===== config.mk =====
export PLATFORM = sky130hd
export DESIGN_NAME = wk_wakeup_tracker
export DESIGN_NICKNAME = d
export VERILOG_FILES = /design/src/rtl/wk_pkg.sv /design/src/rtl/wk_pick.sv /design/src/rtl/wk_scoreboard.sv /design/src/rtl/wk_entry.sv /design/src/rtl/wk_wakeup_tracker.sv
export SDC_FILE = /design/constraint.sdc
export NUM_CORES = 1
export LEC_CHECK = 0
export BUFFER_PORTS_ARGS = -buffer_cell sky130_fd_sc_hd__buf_2
export CORE_MARGIN = 2
export CORE_UTILIZATION = 30
export CTS_CLUSTER_SIZE = 10
export DETAILED_ROUTE_END_ITERATION = 8
export PLACE_DENSITY = 0.54
export SKIP_CTS_REPAIR_TIMING = 1
export SLEW_MARGIN = 40
export SYNTH_ARGS = -nofsm -noshare
export SYNTH_HDL_FRONTEND = slang
export SYNTH_SLANG_ARGS = --single-unit
export TNS_END_PERCENT = 20

===== constraint.sdc =====
create_clock -name clk -period 7.52 [get_ports clk]
set_input_delay 1.504 -clock clk [delete_from_list [all_inputs] [get_ports clk]]
set_output_delay 1.504 -clock clk [all_outputs]
set_load 0.05 [all_outputs]

===== src/rtl/wk_pkg.sv =====
package wk_pkg;
  localparam int unsigned WK_DEF_INT_REGS = 32;
  localparam int unsigned WK_DEF_FP_REGS  = 32;
  localparam int unsigned WK_DEF_ENTRIES  = 16;
  localparam int unsigned WK_DEF_SRCS     = 2;
  localparam int unsigned WK_DEF_TAG_W    = 6;
endpackage


===== src/rtl/wk_pick.sv =====
module wk_pick #(
  parameter int unsigned N = 4
) (
  input  logic         clk,
  input  logic         rst_n,
  input  logic [N-1:0] req,
  output logic [N-1:0] grant,
  output logic         any
);
  always_comb begin
    grant = '0;
    for (int i = N - 1; i >= 0; i--) begin
      if (req[i]) begin
        grant    = '0;
        grant[i] = 1'b1;
      end
    end
  end
  assign any = |req;

  AST_GRANT_ONEHOT: assert property (@(posedge clk) disable iff (!rst_n)
    $onehot0(grant) && (any == (grant != '0)));
endmodule


===== src/rtl/wk_scoreboard.sv =====
module wk_scoreboard #(
  parameter int unsigned NREGS = 64,
  parameter int unsigned REG_W = 6
) (
  input  logic             clk,
  input  logic             rst_n,
  input  logic             set_valid,
  input  logic [REG_W-1:0] set_reg,
  input  logic             clr0_valid,
  input  logic [REG_W-1:0] clr0_reg,
  input  logic             clr1_valid,
  input  logic [REG_W-1:0] clr1_reg,
  output logic [NREGS-1:0] bits_o
);
  // A clear beats a set on the same register: the new producer owns it.
  for (genvar g = 0; g < NREGS; g++) begin : g_bit
    always_ff @(posedge clk) begin
      if (!rst_n)
        bits_o[g] <= 1'b1;
      else if ((clr0_valid && clr0_reg == REG_W'(g)) ||
               (clr1_valid && clr1_reg == REG_W'(g)))
        bits_o[g] <= 1'b0;
      else if (set_valid && set_reg == REG_W'(g))
        bits_o[g] <= 1'b1;
    end
  end

  AST_SET_MARKS_READY: assert property (@(posedge clk) disable iff (!rst_n)
    set_valid && (set_reg < NREGS) &&
    !(clr0_valid && clr0_reg == set_reg) && !(clr1_valid && clr1_reg == set_reg)
    |=> bits_o[$past(set_reg)]);
  AST_CLEAR_WINS: assert property (@(posedge clk) disable iff (!rst_n)
    clr1_valid && (clr1_reg < NREGS) |=> !bits_o[$past(clr1_reg)]);
endmodule


===== src/rtl/wk_entry.sv =====
module wk_entry #(
  parameter int unsigned NSRC  = 2,
  parameter int unsigned REG_W = 6,
  parameter int unsigned TAG_W = 6
) (
  input  logic                       clk,
  input  logic                       rst_n,
  input  logic                       alloc,
  input  logic [TAG_W-1:0]           alloc_tag,
  input  logic [NSRC-1:0][REG_W-1:0] alloc_reg,
  input  logic [NSRC-1:0]            alloc_rdy,
  input  logic                       cmp_valid,
  input  logic [REG_W-1:0]           cmp_reg,
  input  logic                       sq_valid,
  input  logic [TAG_W-1:0]           sq_tag,
  input  logic                       issue,
  output logic                       valid_o,
  output logic [TAG_W-1:0]           tag_o,
  output logic                       ready_o,
  output logic                       wake_hit_o
);
  logic [NSRC-1:0][REG_W-1:0] src_q;
  logic [NSRC-1:0]            opr_q;
  logic [NSRC-1:0]            match;
  logic                       killed;

  assign killed = valid_o && sq_valid && (tag_o == sq_tag);

  for (genvar s = 0; s < NSRC; s++) begin : g_match
    assign match[s] = cmp_valid && !opr_q[s] && (src_q[s] == cmp_reg);
  end

  assign wake_hit_o = valid_o && !killed && (|match);
  assign ready_o    = valid_o && (&opr_q);

  always_ff @(posedge clk) begin
    if (!rst_n) begin
      valid_o <= 1'b0;
      tag_o   <= '0;
      src_q   <= '0;
      opr_q   <= '0;
    end else if (alloc) begin
      valid_o <= 1'b1;
      tag_o   <= alloc_tag;
      src_q   <= alloc_reg;
      opr_q   <= alloc_rdy;
    end else if (killed || issue) begin
      valid_o <= 1'b0;
    end else begin
      opr_q <= opr_q | match;
    end
  end

  AST_KILL_FREES: assert property (@(posedge clk) disable iff (!rst_n)
    valid_o && sq_valid && (tag_o == sq_tag) |=> !valid_o);
  AST_NO_ALLOC_OVER_LIVE: assert property (@(posedge clk) disable iff (!rst_n)
    alloc |-> !valid_o);
endmodule


===== src/rtl/wk_wakeup_tracker.sv =====
module wk_wakeup_tracker
  import wk_pkg::*;
#(
  parameter int unsigned NUM_INT_REGS = WK_DEF_INT_REGS,
  parameter int unsigned NUM_FP_REGS  = WK_DEF_FP_REGS,
  parameter int unsigned NUM_ENTRIES  = WK_DEF_ENTRIES,
  parameter int unsigned NUM_SRCS     = WK_DEF_SRCS,
  parameter int unsigned TAG_W        = WK_DEF_TAG_W,
  parameter int unsigned REG_W        = $clog2(NUM_INT_REGS + NUM_FP_REGS),
  parameter int unsigned CNT_W        = $clog2(NUM_ENTRIES + 1)
) (
  input  logic                           clk,
  input  logic                           rst_n,
  input  logic                           disp_valid,
  output logic                           disp_ready,
  input  logic [TAG_W-1:0]               disp_tag,
  input  logic [NUM_SRCS-1:0]            disp_src_valid,
  input  logic [NUM_SRCS-1:0][REG_W-1:0] disp_src_reg,
  input  logic                           disp_dst_valid,
  input  logic [REG_W-1:0]               disp_dst_reg,
  input  logic                           rec_valid,
  input  logic [REG_W-1:0]               rec_reg,
  input  logic                           cmp_valid,
  input  logic [REG_W-1:0]               cmp_reg,
  output logic [CNT_W-1:0]               cmp_woken,
  input  logic                           sq_valid,
  input  logic [TAG_W-1:0]               sq_tag,
  output logic                           rdy_valid,
  input  logic                           rdy_ready,
  output logic [TAG_W-1:0]               rdy_tag
);
  localparam int unsigned NREGS = NUM_INT_REGS + NUM_FP_REGS;

  logic [NREGS-1:0]       sb_bits;
  logic [NUM_ENTRIES-1:0] ent_valid, ent_ready, ent_hit;
  logic [NUM_ENTRIES-1:0] free_gnt, rdy_gnt;
  logic [TAG_W-1:0]       ent_tag [NUM_ENTRIES];
  logic [NUM_SRCS-1:0]    src_rdy;
  logic                   disp_fire;

  assign disp_fire = disp_valid && disp_ready;

  wk_scoreboard #(.NREGS(NREGS), .REG_W(REG_W)) u_sb (
    .clk        (clk),
    .rst_n      (rst_n),
    .set_valid  (cmp_valid),
    .set_reg    (cmp_reg),
    .clr0_valid (disp_fire && disp_dst_valid),
    .clr0_reg   (disp_dst_reg),
    .clr1_valid (rec_valid),
    .clr1_reg   (rec_reg),
    .bits_o     (sb_bits)
  );

  // Source readiness at dispatch: table bit, or a same-cycle completion.
  always_comb begin
    for (int s = 0; s < NUM_SRCS; s++) begin
      logic tbl;
      tbl = 1'b1;
      for (int r = 0; r < NREGS; r++)
        if (disp_src_reg[s] == REG_W'(r)) tbl = sb_bits[r];
      src_rdy[s] = !disp_src_valid[s] || tbl ||
                   (cmp_valid && cmp_reg == disp_src_reg[s]);
    end
  end

  wk_pick #(.N(NUM_ENTRIES)) u_free_pick (
    .clk   (clk),
    .rst_n (rst_n),
    .req   (~ent_valid),
    .grant (free_gnt),
    .any   (disp_ready)
  );

  wk_pick #(.N(NUM_ENTRIES)) u_rdy_pick (
    .clk   (clk),
    .rst_n (rst_n),
    .req   (ent_ready),
    .grant (rdy_gnt),
    .any   (rdy_valid)
  );

  for (genvar e = 0; e < NUM_ENTRIES; e++) begin : g_ent
    wk_entry #(.NSRC(NUM_SRCS), .REG_W(REG_W), .TAG_W(TAG_W)) u_ent (
      .clk        (clk),
      .rst_n      (rst_n),
      .alloc      (disp_fire && free_gnt[e]),
      .alloc_tag  (disp_tag),
      .alloc_reg  (disp_src_reg),
      .alloc_rdy  (src_rdy),
      .cmp_valid  (cmp_valid),
      .cmp_reg    (cmp_reg),
      .sq_valid   (sq_valid),
      .sq_tag     (sq_tag),
      .issue      (rdy_valid && rdy_ready && rdy_gnt[e]),
      .valid_o    (ent_valid[e]),
      .tag_o      (ent_tag[e]),
      .ready_o    (ent_ready[e]),
      .wake_hit_o (ent_hit[e])
    );
  end

  always_comb begin
    rdy_tag = '0;
    for (int e = 0; e < NUM_ENTRIES; e++)
      if (rdy_gnt[e]) rdy_tag = ent_tag[e];
  end

  assign cmp_woken = CNT_W'($countones(ent_hit));

  AST_WOKEN_IDLE: assert property (@(posedge clk) disable iff (!rst_n)
    !cmp_valid |-> cmp_woken == '0);
  AST_RDY_HOLD: assert property (@(posedge clk) disable iff (!rst_n)
    rdy_valid && !rdy_ready && !sq_valid |=> rdy_valid);
  AST_FULL_STAYS_FULL: assert property (@(posedge clk) disable iff (!rst_n)
    !disp_ready && !sq_valid && !(rdy_valid && rdy_ready) |=> !disp_ready);
endmodule


After elaboration in Yosys (flattened, before gate mapping) --
Index checks and enable logic that the tools add are counted.
Cells by class: $add $sub $neg 15, multiplexer cells 368, equal/unequal tests 381, reductions and logical operators 626, bitwise logic cells 17
Operators by type and width (number):
- $eq 6x6->1 const B | 160
- $mux 16 | 32
- $eq 6x5->1 const B | 80
- $logic_and 1x1->1 | 373
- $eq 6x6->1 | 50
- $mux 1 | 288
- $eq 6x4->1 const B | 40
- $reduce_bool 2->1 | 80
- $eq 6x3->1 const B | 20
- $mux 6 | 16
- $logic_or 1x1->1 | 84
- $mux 2 | 32
- $eq 6x2->1 const B | 10
- $logic_not 1->1 | 50
- $ne 2x1->1 const B | 16
- $or 2x2->2 | 16
- $reduce_and 2->1 | 16
- $reduce_or 16->1 | 2
- $reduce_or 2->1 | 16
- $eq 6x1->1 const B | 5
- $logic_not 6->1 | 5
- $add 1x1->2 | 8
- $not 16->16 | 1
- $add 2x2->3 | 4
- 2 further kinds | 3
Storage, ports and cells: output and inout port bits 13, bits of input ports 52, register bits after elaboration 400

Longest topological paths before layout --
depth after elaboration 68, gate-level depth with buffers 19

Hierarchy --
From an unflattened synthesis, not the netlist that was laid out.
Unflattened totals: cell total of the unflattened synthesis 2714, area, all modules 23978.0 um^2
Modules (own cells, without submodules):
- wk_entry | cells an instance 107, area each 1044.8 um^2, instances 16, sequential area each 420.4 um^2
- wk_wakeup_tracker | cells an instance 596, area each 3783.6 um^2, instances 1, sequential area each 0.0 um^2
- wk_scoreboard | cells an instance 352, area each 3095.5 um^2, instances 1, sequential area each 1281.2 um^2
- wk_pick | cells an instance 27, area each 191.4 um^2, instances 2, sequential area each 0.0 um^2

Least setup slack after synthesis --
OpenSTA, ideal clock, no wires.
path kind in2out, from in cmp_reg[1], to out cmp_woken[2], slack -0.797 ns, data arrival time 6.813 ns, required time 6.016 ns, buffers on the path 3, stages on the path 16, path through clkbuf_1 -> buf_1 -> buf_1 -> xnor2_1 -> nand3_1 -> nor4_1 -> o211ai_1 -> fa_1 -> fa_1 -> fa_1 -> inv_1 -> fa_1 -> ha_1 -> inv_1 -> fa_1 -> xnor2_1
On the way: longest elaborated chain between the ends 8, elaborated cells between the ends (all ways) 111, those cells by class 15 x add/sub; 32 x eq/ne; 64 x reduce/logical
Ends and longest elaborated chain:
- start: declaration | RTL line wk_wakeup_tracker.sv:24 | input logic [REG_W-1:0] cmp_reg,
- $eq 6x6->1 | RTL line wk_entry.sv:30 | assign match[s] = cmp_valid && !opr_q[s] && (src_q[s] == cmp_reg);
- $logic_and 1x1->1 | RTL line wk_entry.sv:30
- $reduce_or 2->1 | RTL line wk_entry.sv:33 | assign wake_hit_o = valid_o && !killed && (|match);
- $logic_and 1x1->1 | RTL line wk_entry.sv:33
- $add 1x1->2 (not written as such) | RTL line wk_wakeup_tracker.sv:109 | assign cmp_woken = CNT_W'($countones(ent_hit));
- $add 2x2->3 (not written as such) | RTL line wk_wakeup_tracker.sv:109
- $add 3x3->4 (not written as such) | RTL line wk_wakeup_tracker.sv:109
- $add 4x4->5 (not written as such) (*) | RTL line wk_wakeup_tracker.sv:109
- end: declaration | RTL line wk_wakeup_tracker.sv:25 | output logic [CNT_W-1:0] cmp_woken,
Mark *: on every way between the ends. The rest lies on a longest branch, timed or not.

Final worst setup path --
from in cmp_reg[3], to out cmp_woken[2]
Same word-level chain as after synthesis.

==> key figures <==
STA
  • Setup violations, final: 0
  • Max-slew violation count: 0
  • Fin Clk Skew: ~0.030 ns
  • FMAX: around 0.13 GHz
  • Max-Slew Margin vs Limit: 43.1%
  • Slew @ Worst Pin: roughly 0.85 ns
  • Fin crit period: 7.43 ns
  • Setup repair after global routing missed its margin: yes
  • Final hold violations: 0
  • Fin crit share: between 90% and 100%

Die
  • Top-Level Pins: 65
  • Die H: around 280 um
  • Die Wd: around 280 um
  • Initial Utilization: a little under a third
  • Die area: ~0.077 mm2
  • Core ar.: roughly 0.074 mm2
  • Row cnt: 100

Logic synthesis
  • Synth async-reset ratio: 0%
  • Cell variety after synth: 87
  • Most frequent cell after synthesis: nand2_1
  • Synthesized area: between 0.02 and 0.025 mm2
  • Most used DFF post-synth: dfxtp_1
  • Most instantiated cells after synthesis: nand2_1 (434), dfxtp_1 (400), nor2_1 (364)
  • Leading area contributor after synthesis: dfxtp_1
  • Cells after Synth: a little under 3000
  • Post-synth EDFFs: 0
  • Warnings, synthesis: 0
  • Largest cells by area after synthesis: dfxtp_1 (36%), nand2_1 (7.3%), a21oi_1 (7.1%)
  • Syn Area/Cell: 7.74 um2
  • Syn Nets: 2963
  • Synth top area share: 35.7%
  • Seq/Total Area, Yosys: between 30 and 40%
  • Synthesis-stage register bit count: 400

Detailed routing
  • Vias: 21065
  • Drt first pass iters: 5
  • Total Wirelength: around 84 mm
  • Post-DRT Antenna Nets: 0
  • # DRC: 0
  • Drt wl/cell: roughly 21 um
  • Drt initial violations: 1809
  • Vias/cell: between 5 and 6

Min path
  • Hold WC Path Type: flip-flop to flip-flop

Global routing
  • Congestion Overflow GR: 0
  • Antenna violations before repair: 3
  • Largest net degree at the start of global routing: around 140
  • Vias in the first global route: 19930
  • Total Routing Usage GR: between 20% and 30%
  • First-pass GRT wire length: between 100 and 150 mm

CTS
  • Clock Tree Buf Depth: 3
  • CTS root buffer: clkbuf_16
  • Clk slew on worst S/H paths: about 0.060 ns
  • Max H-tree Level: 2
  • Clock sink count: 400
  • CTS tree: done
  • CTS Buf Count: between 40 and 50
  • Clk Latency, worst-skew pair: 0.62 ns

Placed design
  • IO buf count: 64
  • Post-placement cell count: 3844
  • HPWL after DPL: about 58 mm
  • Routability cong.: roughly 0.96

Setup path
  • Critical path required time: roughly 6 ns
  • Arr. time, crit path: just under 6 ns
  • Max FO, Critical Path: 12
  • Worst Setup End Kind: output pin
  • Worst Setup Path Type: primary input to output pin
  • Critical path launch point type: primary input

Pwr
  • Leakage dissipation: 9.73 nW
  • Power density cells: ~190 mW/mm2
  • Peak VDD IR: approximately 0.18 mV

Cells and area
  • Final instance count without filler cells: just under 4000
  • Core Util, Final: a little over a third
  • Area growth, synth to finish: 17.0%
  • Layout cell share with drive strength beyond 1: between 10% and 20%
  • Nets: approximately 3000
  • # diodes: 0

Job
  • # Max-Cap Violations: 0

Run status
  • Status: complete, no violations
-- registers in the layout, summed over array words and instances (netlist names) --
signal / flops
u_sb.bits_o: 64
g_ent.u_ent.src_q: 192
g_ent.u_ent.tag_o: 96
g_ent.u_ent.opr_q: 32
g_ent.u_ent.valid_o: 16
-- power breakdown --
part | total (mW) | internal (mW) | switching (mW) | leakage, nW
combinational | 0.545 | 0.186 | 0.359 | 5.81
clock | 2.25 | 1.29 | 0.951 | 0.697
sequential | 2.17 | 2.14 | 0.0252 | 3.23
-- critical path, cell delays in order --
cell and delay, ns:
buf_2 0.14, buf_12 0.16, xor2_1 0.16, nor4_2 0.24, buf_4 0.15, o211ai_1 0.13
fa_1 0.59, inv_2 0.05, fa_2 0.61, inv_2 0.05, fa_1 0.55, inv_2 0.06
fa_1 0.51, ha_2 0.19, inv_2 0.04, fa_2 0.36, buf_6 0.14, xnor2_4 0.12
buf_6 0.17
-- worst paths after layout --
| path | start | to | slack, ns | depth (start not counted) |
|---|---|---|---|---|
| worst max-delay path | cmp_reg[3] | cmp_woken[2] | 0.09 | 19 |
| worst min-delay path | g_ent[9].u_ent.src_q[6]$_SDFFE_PN0P_ | g_ent[9].u_ent.src_q[6]$_SDFFE_PN0P_ | 0.46 | 2 |
| worst max register to register | g_ent[11].u_ent.valid_o$_SDFFE_PN0P_ | g_ent[7].u_ent.opr_q[1]$_SDFFE_PN0P_ | 3.72 | 9 |
| worst min register to register | g_ent[9].u_ent.src_q[6]$_SDFFE_PN0P_ | g_ent[9].u_ent.src_q[6]$_SDFFE_PN0P_ | 0.46 | 2 |
-- logic make-up (layout without fill, tap and decap cells) --
kind of cell,count (synthesis),in the layout,synth area share [%]
flip-flops,400,400,35.7
AND/OR/NAND/NOR,1183,1183,23.9
AO/OA/AOI/OAI,605,605,16.7
multiplexers,117,117,5.38
adder cells (fa/ha/maj),15,15,1.17
buffers and inverters,273,324,5.19
XOR/XNOR,303,303,11.8
-- cell usage in the layout (no fill, tap or decap), types with 20 or more instances in the layout --
cell and count:
nand2_1 434, dfxtp_1 400, nor2_1 361, a21oi_1 316, xnor2_1 157, buf_4 146, xor2_1 133, mux2i_1 107
nand3_1 94, o31ai_1 68, nor3_1 49, clkbuf_16 49, buf_2 46, nand4_1 38, o21ai_0 37, nand2b_1 29
nand3b_1 23, nor4_1 22, inv_1 22, nor2b_1 20
-- cell type report --
type	instances	area, um2
inverters	30	125
repair buffers	228	1870
multi-input cells	2223	13600
well taps	969	1210
fillers	7780	48000
clock buffers	59	1280
flip-flops and latches	400	8010
clock inverters	7	140
-- metrics by stage --
stage / power [mW] / hold WS, ns / setup WS (ns) / setup TNS, ns / area, um2
CTS: 4.97 / 0.463 / -0.331 / -0.990 / 25800
detailed placement: 2.74 / 0.456 / -0.305 / -0.905 / 24400
floorplan: 2.53 / 0.444 / 0.00205 / 0 / 22500
global placement: 2.73 / 0.450 / -0.328 / -0.983 / 24300
global route: 5.12 / 0.484 / -0.0600 / -0.115 / 26200
finish: 4.96 / 0.464 / 0.0920 / 0 / 26200
-- routing by layer --
metal,wire [um],up-vias,global-route usage (%)
met5,36,-,0
li1,-,9996,-
met3,5930,153,3.07
met2,38000,824,33.7
met4,2340,6,6.55
met1,37600,10086,29.5
Power figures use the tool's default switching activity.
